$ cat src/rtl/ftw_loader_pkg.sv
package ftw_loader_pkg;
   localparam int PROF_CNT   = 4;
   localparam int PROF_IDX_W = $clog2(PROF_CNT);

   typedef logic [PROF_IDX_W-1:0] prof_idx_t;

   // index assembled from the two select pins, msb pin first
   function automatic prof_idx_t pack_idx(input logic msb, input logic lsb);
      return {msb, lsb};
   endfunction
endpackage

$ cat src/rtl/sync_chain.sv
module sync_chain #(
   parameter int W      = 1,
   parameter int STAGES = 2
) (
   input  logic         clk,
   input  logic         rst,
   input  logic [W-1:0] d,
   output logic [W-1:0] q,
   output logic [W-1:0] q_prev
);
   if (STAGES < 2) begin : g_bad_stages
      $error("sync_chain: STAGES must be at least 2");
   end
   if (W < 1) begin : g_bad_width
      $error("sync_chain: W must be at least 1");
   end

   logic [STAGES-1:0][W-1:0] stg;

   always_ff @(posedge clk) begin
      if (rst) begin
         stg    <= '0;
         q_prev <= '0;
      end else begin
         stg    <= {stg[STAGES-2:0], d};
         q_prev <= stg[STAGES-1];
      end
   end

   assign q = stg[STAGES-1];
endmodule

$ cat src/rtl/profile_bank.sv
module profile_bank #(
   parameter int FTW_W = 32,
   parameter int CNT   = 4,
   localparam int IW   = $clog2(CNT)
) (
   input  logic             clk,
   input  logic             rst,
   input  logic             wr_en,
   input  logic [IW-1:0]    wr_idx,
   input  logic [FTW_W-1:0] wr_word,
   input  logic [IW-1:0]    rd_idx,
   output logic [FTW_W-1:0] rd_word
);
   if (CNT != (1 << IW)) begin : g_bad_cnt
      $error("profile_bank: CNT must be a power of two");
   end

   logic [FTW_W-1:0] shadow [CNT];

   always_ff @(posedge clk) begin
      if (rst) begin
         for (int i = 0; i < CNT; i++) shadow[i] <= '0;
      end else if (wr_en) begin
         shadow[wr_idx] <= wr_word;
      end
   end

   assign rd_word = shadow[rd_idx];
endmodule

$ cat src/rtl/phase_core.sv
module phase_core #(
   parameter int FTW_W = 32
) (
   input  logic             clk,
   input  logic             rst,
   input  logic             commit,
   input  logic [FTW_W-1:0] next_ftw,
   output logic [FTW_W-1:0] ftw_q,
   output logic [FTW_W-1:0] phase_q
);
   always_ff @(posedge clk) begin
      if (rst) begin
         ftw_q   <= '0;
         phase_q <= '0;
      end else begin
         if (commit) ftw_q <= next_ftw;
         phase_q <= phase_q + ftw_q;   // wraps modulo 2^FTW_W
      end
   end
endmodule

$ cat src/rtl/pclk_gen.sv
module pclk_gen #(
   parameter int HALF = 1
) (
   input  logic clk,
   input  logic rst,
   input  logic enable,
   output logic pclk
);
   if (HALF < 1) begin : g_bad_half
      $error("pclk_gen: HALF must be at least 1");
   end

   if (HALF == 1) begin : g_toggle
      always_ff @(posedge clk) begin
         if (rst || !enable) pclk <= 1'b0;
         else                pclk <= ~pclk;
      end
   end else begin : g_count
      localparam int CW = $clog2(HALF);
      logic [CW-1:0] cnt;
      always_ff @(posedge clk) begin
         if (rst || !enable) begin
            pclk <= 1'b0;
            cnt  <= '0;
         end else if (cnt == CW'(HALF - 1)) begin
            pclk <= ~pclk;
            cnt  <= '0;
         end else begin
            cnt  <= cnt + 1'b1;
         end
      end
   end
endmodule

$ cat src/rtl/ftw_profile_loader.sv
module ftw_profile_loader
   import ftw_loader_pkg::*;
#(
   parameter int FTW_W       = 32,
   parameter int SYNC_STAGES = 2,
   parameter int PCLK_HALF   = 1
) (
   input  logic             clk,
   input  logic             rst,
   input  logic             tone_mode,
   input  logic             sel_lsb,
   input  logic             sel_msb,
   input  logic             upd_strobe,
   input  logic             wr_en,
   input  logic [1:0]       wr_prof,
   input  logic [FTW_W-1:0] wr_word,
   output logic             pclk_o,
   output logic             pclk_oe,
   output logic [FTW_W-1:0] active_ftw,
   output logic [FTW_W-1:0] phase_o
);
   if (PROF_IDX_W != 2) begin : g_bad_prof
      $error("ftw_profile_loader: two select pins need four profiles");
   end
   if (FTW_W < 8) begin : g_bad_ftw
      $error("ftw_profile_loader: FTW_W must be at least 8");
   end

   prof_idx_t        sel_raw, sel_now, sel_prev;
   logic             upd_now, upd_prev;
   logic             sel_changed, upd_rise, commit;
   logic [FTW_W-1:0] shadow_word;

   assign sel_raw = pack_idx(sel_msb, sel_lsb);

   sync_chain #(.W(PROF_IDX_W), .STAGES(SYNC_STAGES)) u_sel_sync (
      .clk(clk), .rst(rst), .d(sel_raw), .q(sel_now), .q_prev(sel_prev)
   );

   sync_chain #(.W(1), .STAGES(SYNC_STAGES)) u_upd_sync (
      .clk(clk), .rst(rst), .d(upd_strobe), .q(upd_now), .q_prev(upd_prev)
   );

   // two commit paths: selection change, or strobe edge in tone mode
   assign sel_changed = (sel_now != sel_prev);
   assign upd_rise    = upd_now & ~upd_prev & tone_mode;
   assign commit      = sel_changed | upd_rise;

   profile_bank #(.FTW_W(FTW_W), .CNT(PROF_CNT)) u_bank (
      .clk(clk), .rst(rst), .wr_en(wr_en), .wr_idx(wr_prof),
      .wr_word(wr_word), .rd_idx(sel_now), .rd_word(shadow_word)
   );

   phase_core #(.FTW_W(FTW_W)) u_core (
      .clk(clk), .rst(rst), .commit(commit), .next_ftw(shadow_word),
      .ftw_q(active_ftw), .phase_q(phase_o)
   );

   pclk_gen #(.HALF(PCLK_HALF)) u_pclk (
      .clk(clk), .rst(rst), .enable(~tone_mode), .pclk(pclk_o)
   );

   assign pclk_oe = ~tone_mode;
endmodule

$ cat config.mk
export PLATFORM = sky130hd
export DESIGN_NAME = ftw_profile_loader
export DESIGN_NICKNAME = d
export VERILOG_FILES = /design/src/rtl/ftw_loader_pkg.sv /design/src/rtl/sync_chain.sv /design/src/rtl/profile_bank.sv /design/src/rtl/phase_core.sv /design/src/rtl/pclk_gen.sv /design/src/rtl/ftw_profile_loader.sv
export SDC_FILE = /design/constraint.sdc
export NUM_CORES = 1
export LEC_CHECK = 0
export ABC_CLOCK_PERIOD_IN_PS = 3900
export BUFFER_PORTS_ARGS = -buffer_cell sky130_fd_sc_hd__buf_2
export CORE_ASPECT_RATIO = 0.8
export CORE_UTILIZATION = 59
export CTS_CLUSTER_SIZE = 28
export DETAILED_ROUTE_END_ITERATION = 8
export PLACE_DENSITY = 0.84
export SYNTH_ARGS = -nofsm -noshare
export SYNTH_HDL_FRONTEND = slang
export SYNTH_SLANG_ARGS = --single-unit
$ cat constraint.sdc
create_clock -name clk -period 3.9 [get_ports clk]
set_clock_uncertainty 0.1 [all_clocks]
set_input_delay 0.585 -clock clk [delete_from_list [all_inputs] [get_ports clk]]
set_output_delay 0.585 -clock clk [all_outputs]
set_load 0.01 [all_outputs]
Word level (Yosys, flattened, before mapping)
Memory sizes are Yosys's and may differ from the RTL's. A register that Yosys moved wholly into a read port is not among the register bits.
Index checks and enable logic that the tools add are counted.
{ "totals": {"ff_bits": 42, "mem_bits_rw": 128, "inputBits": 41, "wordCells": 27, "mem_count": 1} }
{ "mem_list": {"columns": ["name", "words", "word_bits", "rd", "rd_clocked_by_memory_dff", "wr", "line_no", "rtl"], "rows": [
  ["u_bank.shadow", 4, 32, 1, 1, 4, "profile_bank.sv:18", "logic [FTW_W-1:0] shadow [CNT];"]
]} }
{ "op_classes": {"add_sub_neg": 1, "n_eq_ne": 1, "muxes": 8, "bitwise_logic": 6, "n_reduce_logical": 2} }
{ "op_table": {"columns": ["operator", "count"], "rows": [
  ["$add A32 B32 Y32", 1],
  ["$mux W32", 1],
  ["$reduce_or A32 Y1", 1],
  ["$mux W1", 6],
  ["$not A1 Y1", 3],
  ["$and A1 B1 Y1", 2],
  ["$mux W2", 1],
  ["$ne A2 B2 Y1", 1],
  ["$logic_or A1 B1 Y1", 1],
  ["$or A1 B1 Y1", 1]
]} }

Longest topological paths before layout
{ "logic_depth": {"depth_word": 5, "mapped_depth": 9} }

Hierarchy
Synthesis repeated with hierarchy kept, for this count alone.
{ "unflattened": {"hier_cells": 774, "area_unflattened_um2": 9700.6} }
{ "by_module_without_submodules": {"columns": ["mod", "instances", "cells_each", "area_each_um2", "seq_area_each_um2"], "rows": [
  ["profile_bank", 1, 317, 5621.6, 3843.7],
  ["phase_core", 1, 430, 3762.4, 1281.2],
  ["sync_chain at u_sel_sync", 1, 14, 172.7, 120.1],
  ["sync_chain at u_upd_sync", 1, 6, 78.8, 60.1],
  ["ftw_profile_loader", 1, 5, 32.5, 0.0],
  ["pclk_gen", 1, 2, 32.5, 20.0]
]} }

Least setup slack after synthesis
OpenSTA, ideal clock, no wires.
{ "synth_path": {"path_type": "flip-flop to flip-flop", "startpoint": "register u_core.ftw_q[0], read port of u_bank.shadow", "endpoint": "register u_core.phase_q[24]", "arrival_time_ns": 2.548, "required_ns": 3.677, "path_slack_ns": 1.129, "stages_incl_launch_ff": 10, "path_cell_list": "dfxtp_1 ha_1 fa_1 a21o_1 a221oi_2 or3_4 o211ai_4 a311o_1 a31oi_1 mux2_1"} }
{ "synth_between": {"elab_chain_len": 1} }
{ "synth_lines": {"columns": ["element", "line_no", "rtl"], "rows": [
  ["start: declaration", "phase_core.sv:8", "output logic [FTW_W-1:0] ftw_q,"],
  ["$add A32 B32 Y32", "phase_core.sv:17", "phase_q <= phase_q + ftw_q;"],
  ["end signal: assignment", "phase_core.sv:17", null],
  ["end: declaration", "phase_core.sv:9", "output logic [FTW_W-1:0] phase_q"]
]} }
Every way passes these cells.
A chain may end at the register's enable or synchronous reset.

Worst setup path in the final report
Ends and elaborated chain as after synthesis.

==> impl_results.html <==
<table>
<tr><th>Metric</th><th>Value</th></tr>
<tr><th colspan="2">Setup path</th></tr>
<tr><td>Critical Path Sink Type</td><td>flip-flop</td></tr>
<tr><td>Startpoint of the lowest-slack register-to-register path</td><td>u_core.ftw_q[0]</td></tr>
<tr><td>R2r setup slk</td><td>0.94 ns</td></tr>
<tr><td>Largest driver fanout on the critical path</td><td>3</td></tr>
<tr><td>Cells on worst reg2reg path</td><td>9</td></tr>
<tr><td>Data required time at the worst endpoint</td><td>4.18 ns</td></tr>
<tr><td>Type of the setup path with the least slack</td><td>reg2reg</td></tr>
<tr><td>R2R Path End</td><td>u_core.phase_q[24]</td></tr>
<tr><td>Worst path arrival time</td><td>3.24 ns</td></tr>
<tr><td>Kind of start point of the critical path</td><td>flip-flop</td></tr>
<tr><th colspan="2">Placed design</th></tr>
<tr><td>Count of port buffers added during placement</td><td>106</td></tr>
<tr><td>Final RePlAce weighted congestion</td><td>0.9248</td></tr>
<tr><td>Detailed Place HPWL</td><td>13,110 um</td></tr>
<tr><th colspan="2">Clock network</th></tr>
<tr><td>Hold-fix buffers, CTS</td><td>0</td></tr>
<tr><td>CTS Root Buffer Type</td><td>clkbuf_16</td></tr>
<tr><td>Max Root-Sink Buffers</td><td>3</td></tr>
<tr><td>Level count of the clock H-tree</td><td>1</td></tr>
<tr><td>Clock Sink Count</td><td>202</td></tr>
<tr><td>Setup repair bufs after CTS</td><td>0</td></tr>
<tr><td>Clock transition time at the flip-flop clock pins of the worst setup and hold paths</td><td>0.06 ns</td></tr>
<tr><td>Cells resized by post-CTS repair</td><td>0</td></tr>
<tr><td>Number of buffers added by the clock tree synthesis step</td><td>21</td></tr>
<tr><td>Worst skew pair latency</td><td>0.49 ns</td></tr>
<tr><td>CTS tree</td><td>done</td></tr>
<tr><th colspan="2">Synth</th></tr>
<tr><td>Portion of synthesized cell area occupied by the leading cell type</td><td>40.47%</td></tr>
<tr><td>Mapped Area</td><td>9498 um2</td></tr>
<tr><td>Synthesized instance count</td><td>791</td></tr>
<tr><td>Seq cells post-synth</td><td>202</td></tr>
<tr><td>Synth area leaders</td><td>edfxtp_1, dfxtp_1, and2_1, mux4_2, ha_1</td></tr>
<tr><td>Adder-Cell Fraction of Synth Area</td><td>4.295%</td></tr>
<tr><td>Area fraction in and, or, nand and nor cells after synthesis</td><td>17.40%</td></tr>
<tr><td>Yosys top cell by area</td><td>edfxtp_1</td></tr>
<tr><td>Synthesized-area fraction occupied by ao, oa, aoi and oai cells</td><td>9.063%</td></tr>
<tr><td>Part of the Yosys area used for sequential elements</td><td>56.07%</td></tr>
<tr><td>Mux contribution to synthesized area</td><td>8.181%</td></tr>
<tr><td>Distinct cells, synth</td><td>61</td></tr>
<tr><td>Most used DFF post-synth</td><td>edfxtp_1</td></tr>
<tr><td>Synth Area in XOR/XNOR</td><td>2.398%</td></tr>
<tr><td>Average footprint of a synthesized cell</td><td>12.01 um2</td></tr>
<tr><td>Ys Warns</td><td>0</td></tr>
<tr><td>Largest family of logic cells by synthesized area</td><td>simple AND/OR/NAND/NOR gates</td></tr>
<tr><td>EDFF count, synth</td><td>128</td></tr>
<tr><td>Synthesized net count</td><td>864</td></tr>
<tr><td>Post-synthesis async set-or-reset flop share</td><td>0%</td></tr>
<tr><td>Leading cell types by count after synthesis</td><td>and2_1, edfxtp_1, nand2_1, dfxtp_1, a21oi_1</td></tr>
<tr><td>Cell with the most instances after synthesis</td><td>and2_1</td></tr>
<tr><th colspan="2">Power</th></tr>
<tr><td>Power density normalized to cell area</td><td>482.5 nW/um2</td></tr>
<tr><td>Leakage power of the design</td><td>4.280 nW</td></tr>
<tr><td>IR Drop Worst-Case VDD</td><td>0.2470 mV</td></tr>
<tr><th colspan="2">Routing</th></tr>
<tr><td>DRC</td><td>4</td></tr>
<tr><td>Overall routed net length</td><td>20,100 um</td></tr>
<tr><td>Post-DR wirelength/cell</td><td>18.04 um</td></tr>
<tr><td>DR vias</td><td>6,285</td></tr>
<tr><td>DRT antenna net count</td><td>0</td></tr>
<tr><td>Drt first-iter violations</td><td>422</td></tr>
<tr><td>Vias per std cell</td><td>5.642</td></tr>
<tr><td>Detailed-router iteration count before antenna repair</td><td>7</td></tr>
<tr><th colspan="2">Timing</th></tr>
<tr><td>Final setup vio count</td><td>0</td></tr>
<tr><td>Clock period minus worst slack</td><td>2.962 ns</td></tr>
<tr><td>Worst rel slew slack</td><td>26.76%</td></tr>
<tr><td>Setup TNS Final</td><td>0 ns</td></tr>
<tr><td>Pins over their slew limit</td><td>0</td></tr>
<tr><td>Final hold viol count</td><td>0</td></tr>
<tr><td>Portion of the clock cycle consumed by the worst path in the final layout</td><td>75.94%</td></tr>
<tr><td>RSZ-0062 raised after global routing</td><td>no</td></tr>
<tr><td>Least-Margin Pin Slew</td><td>1.099 ns</td></tr>
<tr><td>Highest clock frequency the design can meet</td><td>337.7 MHz</td></tr>
<tr><th colspan="2">Hold path</th></tr>
<tr><td>Hold endpoint</td><td>u_pclk.pclk</td></tr>
<tr><td>Min-Delay Path Class</td><td>in2reg</td></tr>
<tr><td>Hold path cells</td><td>2</td></tr>
<tr><td>Beginning of the worst hold path</td><td>tone_mode</td></tr>
<tr><th colspan="2">Die</th></tr>
<tr><td>Die extent in x</td><td>143.9 um</td></tr>
<tr><td>CORE AREA</td><td>15,750 um2</td></tr>
<tr><td>Initial Utilization</td><td>60.31%</td></tr>
<tr><td>Vertical extent of the die</td><td>115.5 um</td></tr>
<tr><td>Die footprint</td><td>16,610 um2</td></tr>
<tr><td>Number of primary I/O pins</td><td>107</td></tr>
<tr><td>Number of placement rows</td><td>41</td></tr>
<tr><th colspan="2">Cells and area</th></tr>
<tr><td>Area of combinational cells with multiple inputs</td><td>3936 um2</td></tr>
<tr><td>Filler Cell Count</td><td>1,132</td></tr>
<tr><td>Share of post-route cells with drive strength above 1</td><td>22.27%</td></tr>
<tr><td>Core utilization of the finished layout</td><td>68.75%</td></tr>
<tr><td>Combined flip-flop and latch cell area</td><td>5326 um2</td></tr>
<tr><td>Layout-stage area growth over the synthesis result</td><td>14.00%</td></tr>
<tr><td>Final Net Count</td><td>956</td></tr>
<tr><th colspan="2">Global route</th></tr>
<tr><td>Antenna violations before repair</td><td>3</td></tr>
<tr><td>Wire length of the first global-routing pass</td><td>31,570 um</td></tr>
<tr><td>Number of global-route vias before repair</td><td>6,070</td></tr>
<tr><td>Largest net degree at the start of global routing</td><td>84</td></tr>
<tr><td>Overall routing resource usage</td><td>25.04%</td></tr>
<tr><td>Total overflow reported by the global router</td><td>0</td></tr>
<tr><th colspan="2">Run status</th></tr>
<tr><td>Outcome</td><td>complete, but fails checks</td></tr>
<tr><td>Violated checks</td><td>design-rule violations</td></tr>
<tr><th colspan="2">Run</th></tr>
<tr><td>Max-cap check violation count</td><td>0</td></tr>
</table>
power breakdown:
part	leakage, nW	total (mW)	internal, mW	switching [mW]
Sequential	1.86	2.55	2.46	0.0914
Clock	0.339	2.00	1.21	0.788
Combinational	2.08	0.675	0.279	0.396
layout make-up:
| cell class | instances | area share [%] |
|---|---|---|
| Antenna cell | 1 | 0.02311 |
| Clock buffer | 28 | 5.188 |
| Clock inverter | 10 | 1.167 |
| Inverter | 8 | 0.2773 |
| Multi-Input combinational cell | 538 | 36.35 |
| Sequential cell | 202 | 49.19 |
| Tap cell | 215 | 2.484 |
| Timing Repair Buffer | 112 | 5.315 |
state kept, by name, indices dropped and copies added (netlist names):
name,cells
u_bank.shadow,128
u_core.ftw_q,32
u_core.phase_q,32
u_sel_sync.q,2
u_sel_sync.q_prev,2
u_sel_sync.stg,2
u_pclk.pclk,1
u_upd_sync.q,1
u_upd_sync.q_prev,1
u_upd_sync.stg,1
critical path: stages (launching register included):
cell and delay, ns:
dfxtp_1 0.33, ha_1 0.24, fa_1 0.41, a21o_1 0.22, a221oi_2 0.34, or3_4 0.23
o211ai_4 0.10, a311o_1 0.34, a31oi_1 0.20, mux2_1 0.33
placed cells by master, fill, tap and decap left out, drive strengths merged, types with 3 or more instances in the layout:
cell type,Yosys,layout
mux2,5,5
xnor2,14,14
clkbuf,34,28
nand4,7,7
o211ai,4,4
mux4,32,32
nand3,6,6
a21oi,70,70
clkinv,0,6
and3,5,5
xor2,12,12
bufinv,0,3
nor2b,20,20
o21bai,6,6
inv,8,9
ha,31,31
and2,130,130
nand2,86,86
o21a,3,3
a31oi,3,3
buf,9,112
nor3,3,3
edfxtp,128,128
o21ai,20,20
dfxtp,74,74
nor2,41,41
nor4,3,3
a21o,8,8
worst max-delay path by stage:
stage	to	slack, ns	startpoint	cells after the start
CTS	u_core.phase_q[24]	0.97	u_core.ftw_q[0]	9
floorplan	u_core.phase_q[24]	1.13	u_core.ftw_q[0]	9
global route	u_core.phase_q[24]	0.84	u_core.ftw_q[0]	9
detailed placement	u_core.phase_q[24]	0.98	u_core.ftw_q[0]	9
finish	u_core.phase_q[24]	0.94	u_core.ftw_q[0]	9
global placement	u_core.phase_q[24]	1.02	u_core.ftw_q[0]	9
routing by layer:
layer | GRT usage, % | up-vias | part of all wire, % | wire length, um
met3 | 5.041 | 37 | 6.8 | 1367
met5 | 0 | - | 0.13 | 27
met1 | 35.72 | 2994 | 45 | 9107
met2 | 39.32 | 239 | 46 | 9226
met4 | 7.021 | 4 | 1.8 | 369
li1 | - | 3011 | - | -
per-stage QoR:
| stage | std cells | setup slack, ns | power, mW | hold slack (ns) | area, um2 |
|---|---|---|---|---|---|
| 5_1_grt | 1113 | 0.8369 | 5.428 | 0.2141 | 10830 |
| 4_1_cts | 1113 | 0.9677 | 5.241 | 0.2105 | 10830 |
| 3_5_place_dp | 1075 | 0.9807 | 3.260 | 0.3031 | 10140 |
| 2_1_floorplan | 791 | 1.129 | 3.047 | 0.3138 | 9498 |
| 3_3_place_gp | 1075 | 1.022 | 3.239 | 0.3027 | 10140 |
| 6_report | 1114 | 0.9384 | 5.224 | 0.2180 | 10830 |
cell families after synthesis:
kind of cell | after synthesis
and+or+nand+nor | 312
DFF | 202
xor gates and xnor gates | 26
buffers and inverters | 51
AOI/OAI and AO/OA | 131
adders and majority gates | 32
muxes | 37
Note: power is estimated with default switching activity, not from simulation.
